[src/rtl/mac_pkg.sv]
package mac_pkg;
    localparam int GRP_W = 6;
    localparam int SUB_W = 5;

    localparam logic [GRP_W-1:0] GRP_MULW = 6'h11;
    localparam logic [GRP_W-1:0] GRP_MOVE = 6'h13;
    localparam logic [GRP_W-1:0] GRP_ACCW = 6'h15;
    localparam logic [SUB_W-1:0] SUB_MUL  = 5'h0C;
    localparam logic [SUB_W-1:0] SUB_LOAD = 5'h1C;
    localparam logic [SUB_W-1:0] SUB_MOVE = 5'h02;

    typedef enum logic [2:0] {
        OP_MUL,
        OP_MULLD,
        OP_MAC,
        OP_MOVE,
        OP_BAD
    } op_kind_t;

    typedef enum logic [1:0] {
        ST_IDLE,
        ST_WRITE,
        ST_UNAVAIL,
        ST_ILLEGAL
    } rsp_state_t;
endpackage

[src/rtl/mac_decode.sv]
module mac_decode
    import mac_pkg::*;
(
    input  logic [GRP_W-1:0] grp,
    input  logic [SUB_W-1:0] sub,
    input  logic             sgn,
    output op_kind_t         kind
);
    always_comb begin
        kind = OP_BAD;
        if (grp == GRP_MULW && sub == SUB_MUL) begin
            kind = OP_MUL;
        end else if (grp == GRP_MULW && sub == SUB_LOAD) begin
            kind = OP_MULLD;
        end else if (grp == GRP_ACCW && sub == SUB_MUL) begin
            kind = OP_MAC;
        end else if (grp == GRP_MOVE && sub == SUB_MOVE && !sgn) begin
            kind = OP_MOVE;
        end
    end
endmodule

[src/rtl/mac_mult.sv]
module mac_mult #(
    parameter int DATA_W = 64,
    parameter int SRC_W  = 32
) (
    input  logic [SRC_W-1:0]  a_lo,
    input  logic [SRC_W-1:0]  b_lo,
    input  logic              sgn,
    output logic [DATA_W-1:0] prod
);
    localparam int PAD_W = DATA_W - SRC_W;

    logic [DATA_W-1:0] a_ext;
    logic [DATA_W-1:0] b_ext;

    generate
        if (PAD_W > 0) begin : g_pad
            assign a_ext = {{PAD_W{sgn & a_lo[SRC_W-1]}}, a_lo};
            assign b_ext = {{PAD_W{sgn & b_lo[SRC_W-1]}}, b_lo};
        end else begin : g_nopad
            assign a_ext = a_lo;
            assign b_ext = b_lo;
        end
    endgenerate

    assign prod = a_ext * b_ext;
endmodule

[src/rtl/mac_acc_reg.sv]
module mac_acc_reg #(
    parameter int DATA_W = 64
) (
    input  logic              clk,
    input  logic              rst,
    input  logic              we,
    input  logic [DATA_W-1:0] d,
    output logic [DATA_W-1:0] q
);
    always_ff @(posedge clk) begin
        if (rst) begin
            q <= '0;
        end else if (we) begin
            q <= d;
        end
    end

    p_hold_r2: assert property (@(posedge clk) disable iff (rst)
        !we |=> $stable(q));
endmodule

[src/rtl/mac_acc_unit.sv]
module mac_acc_unit
    import mac_pkg::*;
#(
    parameter int DATA_W = 64,
    parameter int SRC_W  = 32
) (
    input  logic                 clk,
    input  logic                 rst,
    input  logic                 unit_en,
    input  logic                 req_valid,
    input  logic [GRP_W-1:0]     req_group,
    input  logic [SUB_W-1:0]     req_sub,
    input  logic                 req_signed,
    input  logic [DATA_W-1:0]    src_a,
    input  logic [DATA_W-1:0]    src_b,
    output logic                 res_valid,
    output logic                 res_wr,
    output logic [DATA_W-1:0]    res_data,
    output logic                 exc_unavail,
    output logic                 exc_illegal,
    output logic [DATA_W-1:0]    acc_value
);
    op_kind_t          kind;
    op_kind_t          kind_q;
    rsp_state_t        state_q;
    rsp_state_t        state_d;
    logic [DATA_W-1:0] prod;
    logic [DATA_W-1:0] sum;
    logic [DATA_W-1:0] acc_d;
    logic [DATA_W-1:0] result_d;
    logic [DATA_W-1:0] result_q;
    logic              acc_we;
    logic              commit;
    logic              hi_unused;

    assign hi_unused = ^src_b[DATA_W-1:SRC_W];

    mac_decode u_dec (
        .grp  (req_group),
        .sub  (req_sub),
        .sgn  (req_signed),
        .kind (kind)
    );

    mac_mult #(.DATA_W(DATA_W), .SRC_W(SRC_W)) u_mul (
        .a_lo (src_a[SRC_W-1:0]),
        .b_lo (src_b[SRC_W-1:0]),
        .sgn  (req_signed),
        .prod (prod)
    );

    mac_acc_reg #(.DATA_W(DATA_W)) u_acc (
        .clk (clk),
        .rst (rst),
        .we  (acc_we),
        .d   (acc_d),
        .q   (acc_value)
    );

    // next response state
    always_comb begin
        if (!req_valid) begin
            state_d = ST_IDLE;
        end else if (!unit_en) begin
            state_d = ST_UNAVAIL;
        end else if (kind == OP_BAD) begin
            state_d = ST_ILLEGAL;
        end else begin
            state_d = ST_WRITE;
        end
    end

    assign commit = (state_d == ST_WRITE);
    assign sum    = acc_value + prod;

    // datapath selection for the committing request
    always_comb begin
        result_d = prod;
        acc_d    = prod;
        acc_we   = 1'b0;
        unique case (kind)
            OP_MUL: begin
                result_d = prod;
            end
            OP_MULLD: begin
                acc_we = commit;
            end
            OP_MAC: begin
                result_d = sum;
                acc_d    = sum;
                acc_we   = commit;
            end
            OP_MOVE: begin
                result_d = src_a;
                acc_d    = src_a;
                acc_we   = commit;
            end
            default: begin
                acc_we = 1'b0;
            end
        endcase
    end

    // state register
    always_ff @(posedge clk) begin
        if (rst) begin
            state_q <= ST_IDLE;
        end else begin
            state_q <= state_d;
        end
    end

    // result and kind capture
    always_ff @(posedge clk) begin
        if (rst) begin
            result_q <= '0;
            kind_q   <= OP_BAD;
        end else if (commit) begin
            result_q <= result_d;
            kind_q   <= kind;
        end
    end

    // outputs from state
    always_comb begin
        res_valid   = 1'b0;
        res_wr      = 1'b0;
        exc_unavail = 1'b0;
        exc_illegal = 1'b0;
        unique case (state_q)
            ST_IDLE: begin
                res_valid = 1'b0;
            end
            ST_WRITE: begin
                res_valid = 1'b1;
                res_wr    = 1'b1;
            end
            ST_UNAVAIL: begin
                res_valid   = 1'b1;
                exc_unavail = 1'b1;
            end
            ST_ILLEGAL: begin
                res_valid   = 1'b1;
                exc_illegal = 1'b1;
            end
            default: begin
                res_valid = 1'b0;
            end
        endcase
    end

    assign res_data = result_q;

    p_lat_r9: assert property (@(posedge clk) disable iff (rst)
        req_valid |=> res_valid);
    p_noreq_r9: assert property (@(posedge clk) disable iff (rst)
        !req_valid |=> !res_valid);
    p_flags_r9: assert property (@(posedge clk) disable iff (rst)
        $onehot0({res_wr, exc_unavail, exc_illegal}));
    p_dis_r6: assert property (@(posedge clk) disable iff (rst)
        (req_valid && !unit_en) |=> (exc_unavail && !res_wr && $stable(acc_value)));
    p_bad_r7: assert property (@(posedge clk) disable iff (rst)
        exc_illegal |-> $stable(acc_value));
    p_accres_r4: assert property (@(posedge clk) disable iff (rst)
        (res_wr && kind_q inside {OP_MULLD, OP_MAC, OP_MOVE}) |-> (res_data == acc_value));
    p_plain_r2: assert property (@(posedge clk) disable iff (rst)
        (res_wr && kind_q == OP_MUL) |-> $stable(acc_value));
endmodule

[config.mk]
export PLATFORM = sky130hd
export DESIGN_NAME = mac_acc_unit
export DESIGN_NICKNAME = d
export VERILOG_FILES = /design/src/rtl/mac_pkg.sv /design/src/rtl/mac_decode.sv /design/src/rtl/mac_mult.sv /design/src/rtl/mac_acc_reg.sv /design/src/rtl/mac_acc_unit.sv
export SDC_FILE = /design/constraint.sdc
export NUM_CORES = 2
export LEC_CHECK = 0
export ABC_CLOCK_PERIOD_IN_PS = 12600
export BUFFER_PORTS_ARGS = -buffer_cell sky130_fd_sc_hd__buf_2
export CORE_ASPECT_RATIO = 2
export CORE_MARGIN = 4
export CORE_UTILIZATION = 32
export DETAILED_ROUTE_END_ITERATION = 7
export SETUP_SLACK_MARGIN = 0.05
export SLEW_MARGIN = 10
export SYNTH_ARGS = -nofsm -noshare
export SYNTH_HDL_FRONTEND = slang
export SYNTH_SLANG_ARGS = --single-unit
[constraint.sdc]
create_clock -name clk -period 12.6 [get_ports clk]
set_input_delay 1.89 -clock clk [delete_from_list [all_inputs] [get_ports clk]]
set_output_delay 1.89 -clock clk [all_outputs]
set_load 0.01 [all_outputs]
# Word-level counts from Yosys, hierarchy flattened
# Cells that the tools add are included.
# totals
ff_bits	130
latch_bits	0
mem_bits_rw	0
romBits	0
inputBits	144
out_inout_bits	132
mem_count	0
# classes
add_sub_neg	1
mul	1
div_mod_pow	0
magnitude_cmp	0
eq_ne	14
shift	0
n_mux	13
bitwise_logic	2
n_reduce_logical	9
# ops
op	count
64-bit one-hot mux with 2 select lines	1
64-bit adder	1
33-bit by 33-bit multiplier with 64-bit output	1
6-bit by 5-bit equality test with 1-bit output, second input constant	3
3-bit two-way mux	4
3-bit by 2-bit equality test with 1-bit output, second input constant	2
2-bit two-way mux	3
3-bit OR reduction	2
5-bit by 2-bit equality test with 1-bit output, second input constant	1
5-bit by 4-bit equality test with 1-bit output, second input constant	1
5-bit equality test, second input constant	1
1-bit logical AND	5
2-bit by 1-bit equality test with 1-bit output, second input constant	2
2-bit equality test, second input constant	2
1-bit two-way mux	4
3-bit by 1-bit equality test with 1-bit output, second input constant	1
3-bit equality test, second input constant	1
1-bit bitwise AND	2
2-bit zero test	1
1-bit one-hot mux with 2 select lines	1
1-bit zero test	1

# Logic depth before layout (Yosys ltp)
# logic_depth
depth_word	13
mapped_depth	41
mapped_depth_nobuf	37

# Cells and area by module
# Synthesis repeated with hierarchy kept, for this count alone.
# hier_totals
cells_unflattened	5493
area_unflattened_um2	47765.8
# by_module_without_submodules
mod	n_inst	cells_per_inst	area_per_inst_um2	seq_area_each_um2
mac_mult	1	4103	37488.5	0.0
mac_acc_unit	1	1168	7890.1	1321.3
mac_acc_reg	1	206	2290.9	1281.2
mac_decode	1	16	96.3	0.0

# Worst setup path before layout
# Ideal clock, no wire load.
# synth_timing
path_kind	input -> register
start	in src_a[31]
end	reg u_acc.q[61]
setup_time_ps	74
t_arrival_ps	10954
slack_ps	1572
path_stages	39
path_buffers	4
cell_sequence	clkbuf_1 -> and2_1 -> clkbuf_1 -> nand2_1 -> inv_1 -> fa_1 -> fa_1 -> fa_1 -> inv_1 -> fa_1 -> inv_1 -> fa_1 -> fa_1 -> inv_1 -> fa_1 -> fa_1 -> inv_1 -> ha_1 -> [3 not listed] -> nand2b_1 -> a21o_1 -> o21ai_1 -> a21oi_1 -> o31ai_1 -> xnor2_1 -> ha_1 -> clkbuf_1 -> a21o_1 -> a21o_1 -> a21o_1 -> a21o_1 -> a211o_1 -> a21oi_1 -> o211ai_1 -> xor2_1 -> nand2_1 -> a31oi_1
# synth_between
elab_chain_cells	4
# synth_lines
item	line_no	source
start, declared	mac_acc_unit.sv:14	input logic [DATA_W-1:0] src_a,
1-bit bitwise AND	mac_mult.sv:17	assign a_ext = {{PAD_W{sgn & a_lo[SRC_W-1]}}, a_lo};
33-bit by 33-bit multiplier with 64-bit output (*)	mac_mult.sv:25	assign prod = a_ext * b_ext;
64-bit adder	mac_acc_unit.sv:74	assign sum = acc_value + prod;
64-bit one-hot mux with 2 select lines (*)	mac_acc_unit.sv:81	unique case (kind)
end signal, assigned	mac_acc_reg.sv:12	q <= '0;
end signal, assigned	mac_acc_reg.sv:14	q <= d;
end, declared	mac_acc_reg.sv:8	output logic [DATA_W-1:0] q
# Mark *: on every way between the ends. The rest lies on a longest branch, timed or not.
# A chain may end at the register's enable or synchronous reset.

# Final worst setup path
# layout_timing
start	in src_a[12]
end	reg u_acc.q[55]
# layout_between
elab_chain_cells	3
# layout_lines
item	line_no
33-bit by 33-bit multiplier with 64-bit output (*)	mac_mult.sv:25
64-bit adder	mac_acc_unit.sv:74
64-bit one-hot mux with 2 select lines (*)	mac_acc_unit.sv:81
# Marks and branches as above.

==> metrics.cfg <==
[synth]
ys.flop_type = dfxtp_1
yosysWarnings = 0
ys_types = 92
synth_commonest_cells = 1126 x fa_1, 1114 x inv_1, 787 x nand2_1
syn_nets = 6963
async_flop_share = 0
synth_edf_count = 0
synth_area_um2 = 47600
synth_top_area_frac = 0.474
avgSynthCellArea_um2 = 8.78
netlist_instances = 5418
yosys_register_bits = 130
synth_most_common_cell = fa_1
ys_seq_area_frac = 0.0547
synthTopCellsByArea = fa_1 47%, inv_1 8.8%, ha_1 7.2%
synth_top_cell_by_area = fa_1

[critical_path]
cp_max_fo = 26
critPathCapture = u_acc.q[55]$_SDFFE_PP0P_
r2r-end = u_acc.q[33]$_SDFFE_PP0P_
critPathArrivalTime_ns = 12.34
worst_setup_path_start_kind = input port
critPathKind = in -> reg
crit_path_start = src_a[12]
crit_path_frequent_cell = fa_1
worstSetupEndpointType = flop
required_ns = 12.87
cp_slowest_cell = fa_1
rr_worst_depth = 10
r2r-start = u_acc.q[6]$_SDFFE_PP0P_
reg2reg_slack_ns = 8.74
cpPeakStageDelay_ns = 0.64

[clock_tree]
htree_levels = 4
cts_resized = 0
cts_tree = yes
postCtsHoldBufs = 0
clk_path_buf_depth = 2
clkSlewWorstSetupHoldPaths_ns = 0.07
numCtsBuffers = 17
clkSinkCount = 130
post_cts_buffers = 0
clk_latency_ns = 0.44
cts_root_buf = clkbuf_16

[layout]
fin_nets = 7003
area_growth_pct = 8.01
drive_gt1_frac = 0.0810

[placed_design]
io_buffers = 243
gp_congestion = 0.926
hpwl_um = 141000

[sta]
hold_violations = 0
grt_setup_unrepaired = no
maxSlewViolCount = 0
fin_crit_ns = 12.07
tightest_slew_ns = 1.08
clock-skew-final_ns = 0.0156
tns_ns = 0
setup_violations = 0
clock.fmax_mhz = 82.9
min_period_over_period = 0.958
slew_headroom = 0.276

[run]
maxCapViolations = 0

[worst_hold_path]
min_path_type = reg -> reg
min-delay-start = res_data[27]$_SDFFE_PP0P_

[detailed_routing]
post_drt_wl_per_cell_um = 22.1
drc_errors = 0
ant_nets = 0
drt_iter0_drc = 2168
vias = 38300
routed_wl_um = 163000
drt-pass1-iter-count = 6
via_per_inst = 5.18

[floorplanning]
fp.dieW_um = 281
rows = 199
pin_count = 276
die_h_um = 553
dieArea_um2 = 155000
core_area_um2 = 147000
initial_core_util = 0.323

[grt]
grt_pass1_vias = 43000
grt_antenna_before_repair = 17
overflow = 0
track_usage = 0.214
grt_pass1_wl_um = 251000
grt_max_degree = 90

[outcome]
outcome = completed

[layer usage]
layer | vias to the layer above | global-route usage | part of all wire
li1 | 16600 | - | -
met1 | 19800 | 0.199 | 0.30
met2 | 1295 | 0.417 | 0.56
met3 | 554 | 0.0209 | 0.037
met4 | 12 | 0.166 | 0.10
met5 | - | 0 | 0.00050
[through the flow]
step | hold slack [ns] | worst slack, ns | instance area, µm² | instances | util
CTS | 0.500 | 0.554 | 51400 | 7380 | 0.348
global route | 0.520 | 0.0661 | 51400 | 7385 | 0.349
detailed placement | 0.484 | 0.155 | 50700 | 7348 | 0.344
global placement | 0.481 | 0.0657 | 50700 | 7348 | 0.344
finish | 0.497 | 0.534 | 51400 | 7390 | 0.349
floorplan | 0.511 | 1.57 | 47600 | 5418 | -
[state kept, by name, indices dropped and copies added (netlist names)]
register  cells
res_data     64
state_q       2
u_acc.q      64
[cell families after synthesis]
| group | Yosys count | synth area share |
|---|---|---|
| DFF | 130 | 0.0547 |
| and+or+nand+nor | 1660 | 0.163 |
| xor gates and xnor gates | 131 | 0.0243 |
| AOI/OAI and AO/OA | 645 | 0.0953 |
| muxes | 8 | 0.00174 |
| buffers and inverters | 1443 | 0.115 |
| adders and majority gates | 1401 | 0.546 |
[cell type report]
type                       count  area (µm²)
antenna                       10        25.0
clock buffer                  19         453
clock inverter                13         173
fill                       15400       96000
inverter                    1114        4180
multi-input combinational   3845       39500
sequential                   130        2600
tap                         1909        2390
timing repair buffer         350        2030
[worst max-delay path: cells and delay by family]
family          cells  cell delay [ns]
simple gates        8             2.09
fa+ha+maj          10             4.86
xor+xnor            2             0.35
compound gates      6             1.87
buf+inv             7             1.21
[cell usage in the layout (no fill, tap or decap), drive strengths merged, types with 23 or more instances in the layout]
cell type,instances
fa,1126
inv,1119
nand2,787
and2,388
buf,348
ha,275
nor2,260
a21oi,158
dfxtp,130
a211oi,127
o21ai,93
xnor2,78
xor2,53
nand4,48
a21o,47
a221oi,46
and3,31
nand3,30
nor3,28
a31oi,23
[worst min path at each step]
stage / slack, ns / cells after the start / endpoint
2_1_floorplan: 0.51 / 2 / res_data[27]$_SDFFE_PP0P_
3_3_place_gp: 0.48 / 2 / res_data[27]$_SDFFE_PP0P_
3_5_place_dp: 0.48 / 2 / res_data[27]$_SDFFE_PP0P_
4_1_cts: 0.50 / 2 / res_data[27]$_SDFFE_PP0P_
5_1_grt: 0.52 / 2 / res_data[54]$_SDFFE_PP0P_
6_report: 0.50 / 2 / res_data[27]$_SDFFE_PP0P_
Power is left out: the tool's default activity adds up to more than one toggle a clock period on the data nets, which glitch-free logic cannot reach.
